[config.mk]
export PLATFORM = sky130hd
export DESIGN_NAME = eeprom_2w_slave
export DESIGN_NICKNAME = d
export VERILOG_FILES = /design/src/rtl/ee2w_pkg.sv /design/src/rtl/ee2w_sync.sv /design/src/rtl/ee2w_mem.sv /design/src/rtl/ee2w_ctrl.sv /design/src/rtl/eeprom_2w_slave.sv
export SDC_FILE = /design/constraint.sdc
export NUM_CORES = 2
export LEC_CHECK = 0
export BUFFER_PORTS_ARGS = -buffer_cell sky130_fd_sc_hd__buf_2
export CAP_MARGIN = 15
export CELL_PAD_IN_SITES_DETAIL_PLACEMENT = 1
export CELL_PAD_IN_SITES_GLOBAL_PLACEMENT = 2
export CORE_UTILIZATION = 46
export CTS_CLUSTER_DIAMETER = 80
export DETAILED_ROUTE_END_ITERATION = 7
export PLACE_DENSITY = 0.75
export RECOVER_POWER = 100
export SLEW_MARGIN = 10
export SYNTH_ARGS = -nofsm -noshare
export SYNTH_HDL_FRONTEND = slang
export SYNTH_HIERARCHICAL = 1
export SYNTH_SLANG_ARGS = --single-unit
[constraint.sdc]
create_clock -name clk -period 3.97 [get_ports clk]
set_input_delay 0.794 -clock clk [delete_from_list [all_inputs] [get_ports clk]]
set_output_delay 0.794 -clock clk [all_outputs]
set_load 0.01 [all_outputs]
[src/rtl/ee2w_pkg.sv]
package ee2w_pkg;

  localparam int BYTE_W = 8;

  typedef enum logic [3:0] {
    ST_IDLE,
    ST_DEV,
    ST_DEV_ACK,
    ST_WADR,
    ST_WADR_ACK,
    ST_WDAT,
    ST_WDAT_ACK,
    ST_RDAT,
    ST_RACK,
    ST_HOLD
  } ee2w_state_t;

endpackage

[src/rtl/ee2w_sync.sv]
// Brings SCL/SDA into the clk domain and derives edge and bus condition pulses.
module ee2w_sync #(
  parameter int STAGES = 2
) (
  input  logic clk,
  input  logic rst,
  input  logic scl_in,
  input  logic sda_in,
  output logic scl_lvl,
  output logic sda_lvl,
  output logic scl_rise,
  output logic scl_fall,
  output logic start_ev,
  output logic stop_ev
);

  logic [STAGES-1:0] scl_pipe;
  logic [STAGES-1:0] sda_pipe;
  logic              scl_prev;
  logic              sda_prev;

  for (genvar g = 0; g < STAGES; g++) begin : g_stage
    if (g == 0) begin : g_first
      always_ff @(posedge clk) begin
        if (rst) begin
          scl_pipe[0] <= 1'b1;
          sda_pipe[0] <= 1'b1;
        end else begin
          scl_pipe[0] <= scl_in;
          sda_pipe[0] <= sda_in;
        end
      end
    end else begin : g_next
      always_ff @(posedge clk) begin
        if (rst) begin
          scl_pipe[g] <= 1'b1;
          sda_pipe[g] <= 1'b1;
        end else begin
          scl_pipe[g] <= scl_pipe[g-1];
          sda_pipe[g] <= sda_pipe[g-1];
        end
      end
    end
  end

  always_ff @(posedge clk) begin
    if (rst) begin
      scl_prev <= 1'b1;
      sda_prev <= 1'b1;
    end else begin
      scl_prev <= scl_pipe[STAGES-1];
      sda_prev <= sda_pipe[STAGES-1];
    end
  end

  assign scl_lvl  = scl_pipe[STAGES-1];
  assign sda_lvl  = sda_pipe[STAGES-1];
  assign scl_rise = scl_lvl & ~scl_prev;
  assign scl_fall = ~scl_lvl & scl_prev;
  // SCL high on both samples; SDA moves
  assign start_ev = scl_lvl & scl_prev & sda_prev & ~sda_lvl;
  assign stop_ev  = scl_lvl & scl_prev & ~sda_prev & sda_lvl;

endmodule

[src/rtl/ee2w_mem.sv]
// Byte array: one write port, one registered read port (block RAM friendly).
module ee2w_mem #(
  parameter int AW = 8,
  parameter int DW = 8
) (
  input  logic          clk,
  input  logic          we,
  input  logic [AW-1:0] waddr,
  input  logic [DW-1:0] wdata,
  input  logic [AW-1:0] raddr,
  output logic [DW-1:0] rdata
);

  localparam int DEPTH = 1 << AW;

  logic [DW-1:0] cells [DEPTH];

  always_ff @(posedge clk) begin
    if (we) cells[waddr] <= wdata;
    rdata <= cells[raddr];
  end

endmodule

[src/rtl/ee2w_ctrl.sv]
// Transfer sequencer: bit counting, address match, acknowledge, address counter.
module ee2w_ctrl
  import ee2w_pkg::*;
#(
  parameter logic [6:0] DEV_ADDR = 7'h50,
  parameter int         AW       = 8
) (
  input  logic              clk,
  input  logic              rst,
  input  logic              sda_lvl,
  input  logic              scl_rise,
  input  logic              scl_fall,
  input  logic              start_ev,
  input  logic              stop_ev,
  input  logic [BYTE_W-1:0] rd_data,
  output logic              mem_we,
  output logic [AW-1:0]     mem_wadr,
  output logic [BYTE_W-1:0] mem_wdat,
  output logic [AW-1:0]     adr_cnt,
  output logic              sda_oe,
  output ee2w_state_t       st_o,
  output logic [3:0]        cnt_o
);

  localparam logic [3:0] BITS_FULL = 4'(BYTE_W);
  localparam logic [3:0] BITS_LAST = 4'(BYTE_W - 1);

  ee2w_state_t       st;
  logic [3:0]        bit_cnt;
  logic [BYTE_W-1:0] rx_sh;
  logic [BYTE_W-1:0] tx_sh;
  logic              is_read;
  logic              m_ack;
  logic              oe_d;

  always_ff @(posedge clk) begin
    if (rst) begin
      st       <= ST_IDLE;
      bit_cnt  <= '0;
      rx_sh    <= '0;
      tx_sh    <= '0;
      is_read  <= 1'b0;
      m_ack    <= 1'b0;
      adr_cnt  <= '0;
      mem_we   <= 1'b0;
      mem_wadr <= '0;
      mem_wdat <= '0;
    end else begin
      mem_we <= 1'b0;
      if (start_ev) begin
        st      <= ST_DEV;
        bit_cnt <= '0;
      end else if (stop_ev) begin
        st      <= ST_IDLE;
        bit_cnt <= '0;
      end else begin
        unique case (st)
          ST_DEV, ST_WADR, ST_WDAT: begin
            if (scl_rise && bit_cnt < BITS_FULL) begin
              rx_sh   <= {rx_sh[BYTE_W-2:0], sda_lvl};
              bit_cnt <= bit_cnt + 4'd1;
            end else if (scl_fall && bit_cnt == BITS_FULL) begin
              bit_cnt <= '0;
              if (st == ST_DEV) begin
                if (rx_sh[7:1] == DEV_ADDR) begin
                  is_read <= rx_sh[0];
                  st      <= ST_DEV_ACK;
                end else begin
                  st <= ST_HOLD;
                end
              end else if (st == ST_WADR) begin
                adr_cnt <= rx_sh[AW-1:0];
                st      <= ST_WADR_ACK;
              end else begin
                mem_we   <= 1'b1;
                mem_wadr <= adr_cnt;
                mem_wdat <= rx_sh;
                adr_cnt  <= adr_cnt + 1'b1;
                st       <= ST_WDAT_ACK;
              end
            end
          end
          ST_DEV_ACK: begin
            if (scl_fall) begin
              if (is_read) begin
                tx_sh   <= rd_data;
                adr_cnt <= adr_cnt + 1'b1;
                st      <= ST_RDAT;
              end else begin
                st <= ST_WADR;
              end
            end
          end
          ST_WADR_ACK: if (scl_fall) st <= ST_WDAT;
          ST_WDAT_ACK: if (scl_fall) st <= ST_HOLD;
          ST_RDAT: begin
            if (scl_fall) begin
              if (bit_cnt == BITS_LAST) begin
                bit_cnt <= '0;
                st      <= ST_RACK;
              end else begin
                tx_sh   <= {tx_sh[BYTE_W-2:0], 1'b0};
                bit_cnt <= bit_cnt + 4'd1;
              end
            end
          end
          ST_RACK: begin
            if (scl_rise) begin
              m_ack <= ~sda_lvl;
            end else if (scl_fall) begin
              if (m_ack) begin
                tx_sh   <= rd_data;
                adr_cnt <= adr_cnt + 1'b1;
                st      <= ST_RDAT;
              end else begin
                st <= ST_HOLD;
              end
            end
          end
          default: ;
        endcase
      end
    end
  end

  always_comb begin
    unique case (st)
      ST_DEV_ACK, ST_WADR_ACK, ST_WDAT_ACK: oe_d = 1'b1;
      ST_RDAT:                              oe_d = ~tx_sh[BYTE_W-1];
      default:                              oe_d = 1'b0;
    endcase
  end

  always_ff @(posedge clk) begin
    if (rst) sda_oe <= 1'b0;
    else     sda_oe <= oe_d;
  end

  assign st_o  = st;
  assign cnt_o = bit_cnt;

endmodule

[src/rtl/eeprom_2w_slave.sv]
module eeprom_2w_slave
  import ee2w_pkg::*;
#(
  parameter logic [6:0] DEV_ADDR    = 7'h50,
  parameter int         ADDR_W      = 8,
  parameter int         SYNC_STAGES = 2
) (
  input  logic clk,
  input  logic rst,
  input  logic scl_i,
  input  logic sda_i,
  output logic sda_oe_o
);

  logic              scl_lvl;
  logic              sda_lvl;
  logic              scl_rise;
  logic              scl_fall;
  logic              start_ev;
  logic              stop_ev;
  logic              mem_we;
  logic [ADDR_W-1:0] mem_wadr;
  logic [BYTE_W-1:0] mem_wdat;
  logic [ADDR_W-1:0] adr_cnt;
  logic [BYTE_W-1:0] rd_data;
  ee2w_state_t       st;
  logic [3:0]        bit_cnt;

  ee2w_sync #(.STAGES(SYNC_STAGES)) u_sync (
    .clk      (clk),
    .rst      (rst),
    .scl_in   (scl_i),
    .sda_in   (sda_i),
    .scl_lvl  (scl_lvl),
    .sda_lvl  (sda_lvl),
    .scl_rise (scl_rise),
    .scl_fall (scl_fall),
    .start_ev (start_ev),
    .stop_ev  (stop_ev)
  );

  ee2w_ctrl #(.DEV_ADDR(DEV_ADDR), .AW(ADDR_W)) u_ctrl (
    .clk      (clk),
    .rst      (rst),
    .sda_lvl  (sda_lvl),
    .scl_rise (scl_rise),
    .scl_fall (scl_fall),
    .start_ev (start_ev),
    .stop_ev  (stop_ev),
    .rd_data  (rd_data),
    .mem_we   (mem_we),
    .mem_wadr (mem_wadr),
    .mem_wdat (mem_wdat),
    .adr_cnt  (adr_cnt),
    .sda_oe   (sda_oe_o),
    .st_o     (st),
    .cnt_o    (bit_cnt)
  );

  ee2w_mem #(.AW(ADDR_W), .DW(BYTE_W)) u_mem (
    .clk   (clk),
    .we    (mem_we),
    .waddr (mem_wadr),
    .wdata (mem_wdat),
    .raddr (adr_cnt),
    .rdata (rd_data)
  );

endmodule

==> impl_metrics.csv <==
group,metric,value,unit
outcome,status,"complete, but fails checks",
outcome,violations,"capacitance limit, slew limit",
floorplanning,io-pin-count,5,
logic_synthesis,netlist_top_cells_area,"edfxtp_1 (75%), mux4_2 (12%), mux2i_1 (1.9%), dfxtp_1 (1.6%), nor2_1 (1.4%)",
logic_synthesis,synth_area,82480,um2
clock_network,postCtsHoldBufs,0,
job,maxCapViolCount,14,
global_routing,grt_pass1_wl,312600,um
routing,routed-wl-met2,105900,um
hold_path,hp-start,"scl_i",
worst_setup_path,end_kind,"flop",
place,dp_slack,0.3673,ns
floorplanning,fp-row-count,155,
floorplanning,core,178200,um2
power_and_ir_drop,combPwrFrac,0.001,
cells_and_area,final_common_cell,"edfxtp_1",
logic_synthesis,syn_inst,4079,
power_and_ir_drop,p_int,0.03579,W
floorplanning,die-height,425.4,um
worst_setup_path,timing.rr.end,"u_mem/rdata[1]",
floorplanning,die_x,425.4,um
place,dp_hpwl,136600,um
global_routing,antenna_found_initial,6,
sta,setup_tns,0,ns
hold_path,whs_path_depth,2,
cells_and_area,drive_above_1_share,0.2166,
place,port_buffers,4,
sta,finalHoldViolations,0,
clock_network,clockBufferDepth,3,
routing,wl_per_cell,31.62,um
clock_network,cts_max_level,4,
worst_setup_path,cp.required,4.71,ns
cells_and_area,nNetsFinal,4328,
power_and_ir_drop,p_leak,28.21,nW
power_and_ir_drop,peakVddDrop,445.0,uV
sta,rsz0062_at_grt,"no",
sta,clock_skew,0.06629,ns
worst_setup_path,critical_path_peak_fanout,39,
worst_setup_path,arrival,4.57,ns
logic_synthesis,synth_seq_cells,2114,
worst_setup_path,crit_type,"flop to flop",
clock_network,clk-insertion-delay-late,0.86,ns
power_and_ir_drop,sequentialPowerShare,0.541,
logic_synthesis,yosysUniqueCellTypes,81,
logic_synthesis,async_flop_share,0,
routing,ant_nets,0,
routing,vias_per_cell,6.144,
global_routing,grt_max_degree,160,
global_routing,grt_pass1_vias,43230,
clock_network,cts_tree,"done",
power_and_ir_drop,power_density,478.3,nW/um2
sta,fin_crit,3.827,ns
sta,setup_viol,0,
routing,drt_iter0_drc,4703,
place,place_area,86530,um2
worst_setup_path,timing.rr.start,"u_ctrl/adr_cnt[1]",
logic_synthesis,synth_fp_nets,4086,
sta,slew_headroom,-0.9955,
hold_path,min_to,"u_sync/scl_pipe[0]",
logic_synthesis,synth_edf_count,2048,
logic_synthesis,synth.yosys.seq_area_share,0.7616,
routing,wl_met1,91990,um
logic_synthesis,synthDominantAreaCellType,"edfxtp_1",
worst_setup_path,reg2reg_depth,9,
power_and_ir_drop,clock_power_share,0.458,
worst_setup_path,critPathLaunch,"u_ctrl/adr_cnt[1]",
clock_network,cts.repair.resized,0,
clock_network,cts.sinks,2114,
cells_and_area,seq_area,62840,um2
global_routing,grt_overflow,0,
power_and_ir_drop,p_switching,0.008725,W
worst_setup_path,worstSetupStartpointType,"flop",
clock_network,cts_buffers,211,
clock_network,root_buffer,"clkbuf_16",
cells_and_area,multi_input_area,18060,um2
clock_network,clk_pin_slew,0.06,ns
clock_network,postCtsSetupRepairBufs,0,
routing,wirelength,217100,um
sta,setup_ws,0.1427,ns
cells_and_area,area_delta_synth_final,12.82,%
worst_setup_path,reg2reg_setup_slack,0.14,ns
logic_synthesis,synth_warnings,6,
power_and_ir_drop,netSwitchingFraction,0.1960,
routing,highest_layer,"met4",
cells_and_area,layout_common_cells,"edfxtp_1 (2048), mux4_2 (454), nor2_1 (305)",
place,gp_congestion,0.8460,
logic_synthesis,synth_ff_type,"edfxtp_1",
sta,finalCritPeriodShare,0.9641,
sta,slew_violations,963,
global_routing,grtUsageTotal,0.2401,
sta,max_freq,0.2613,GHz
logic_synthesis,synth_area_per_cell,20.22,um2
floorplanning,initial_core_util,0.4628,
routing,vias,42170,
cells_and_area,final_area,93060,um2
cells_and_area,fillCellCount,15730,
floorplanning,die_area,181000,um2
routing,drc,0,
logic_synthesis,synth_top_area_frac,0.7456,
routing,dr.pass1.iters,5,
sta,tightest_slew,2.993,ns
routing,wl_met3,14450,um
hold_path,hp-class,"primary input to flop",
==> power by group through the flow <==
stage | clock network, W | logic, W | registers, W
after global placement | 0 | 0.0000445 | 0.0245
after floorplan | 0 | 0.0000305 | 0.0246
after CTS | 0.0207 | 0.0000458 | 0.0241
final | 0.0204 | 0.0000430 | 0.0241
after global routing | 0.0215 | 0.0000463 | 0.0241
after detailed placement | 0 | 0.0000452 | 0.0245
==> area by class of cell <==
type,count,share of cell area
tap,2355,0.03166
sequential,2114,0.6753
multi-input combinational,1701,0.1941
clock buffer,255,0.05874
clock inverter,144,0.01779
antenna,2,0.00005378
inverter,9,0.0003630
timing repair buffer,284,0.02202
==> cell usage after synthesis (all sizes together) (7+ instances only) <==
master / instances
edfxtp: 2048
a22o: 10
or3: 10
o32ai: 9
nor4: 29
nor3: 33
o211ai: 11
nand2b: 12
or2: 15
inv: 8
clkbuf: 116
nand3: 40
nand2: 81
nor2: 308
a21oi: 141
mux4: 456
and2: 7
mux2i: 154
o221ai: 48
buf: 139
o22ai: 28
nor2b: 39
a211oi: 17
o21ai: 27
dfxtp: 66
nand4: 11
a22oi: 137
a221oi: 14
==> critical path: stages, from the launching register on <==
cell,delay (ns)
dfxtp_4,0.84
buf_4,0.31
mux4_2,0.24
o22a_1,0.17
o21ai_0,0.19
a2111oi_0,1.16
buf_4,0.26
nor3_1,0.04
buf_4,0.18
nor4_1,0.29
==> kinds of logic after synthesis <==
family          after synthesis  share of synthesized area
mux                         612                     0.1436
compound gates              472                    0.03964
buf+inv                     264                    0.01958
flops                      2114                     0.7616
simple gates                613                    0.03501
xor+xnor                      1                  0.0001062
fa+ha+maj                     3                  0.0004551
==> worst max path at each step <==
stage,endpoint,slack [ns]
global placement,u_mem/rdata[0],0.24
floorplan,u_mem/cells[0][0],1.48
finish,u_mem/rdata[1],0.14
global route,u_mem/cells[92][5],0.13
CTS,u_mem/rdata[2],0.38
detailed placement,u_mem/rdata[2],0.37
==> metrics by stage <==
stage / hold slack [ns] / utilization / total power, W / std cells
finish: 0.1379 / 0.5221 / 0.04451 / 6864
global route: 0.09430 / 0.5221 / 0.04558 / 6862
CTS: 0.06408 / 0.5254 / 0.04486 / 6861
detailed placement: 0.4265 / 0.4855 / 0.02459 / 6462
global placement: 0.4428 / 0.4855 / 0.02459 / 6461
floorplan: 0.3832 / - / 0.02459 / 4079
==> per-layer routing <==
layer,track usage,up-vias
met5,0,-
met4,0.05809,0
met3,0.03680,284
met2,0.3890,1549
met1,0.3436,22890
li1,-,17450
==> state kept, by name, indices dropped and copies added, names as in the netlist, 4 cells and up <==
name	count
u_ctrl/mem_wadr	8
u_mem/cells	2048
u_ctrl/tx_sh	8
u_ctrl/adr_cnt	8
u_ctrl/mem_wdat	8
u_ctrl/rx_sh	8
u_ctrl/st_o	4
u_ctrl/cnt_o	4
u_mem/rdata	8
Note: power is estimated with default switching activity, not from simulation.
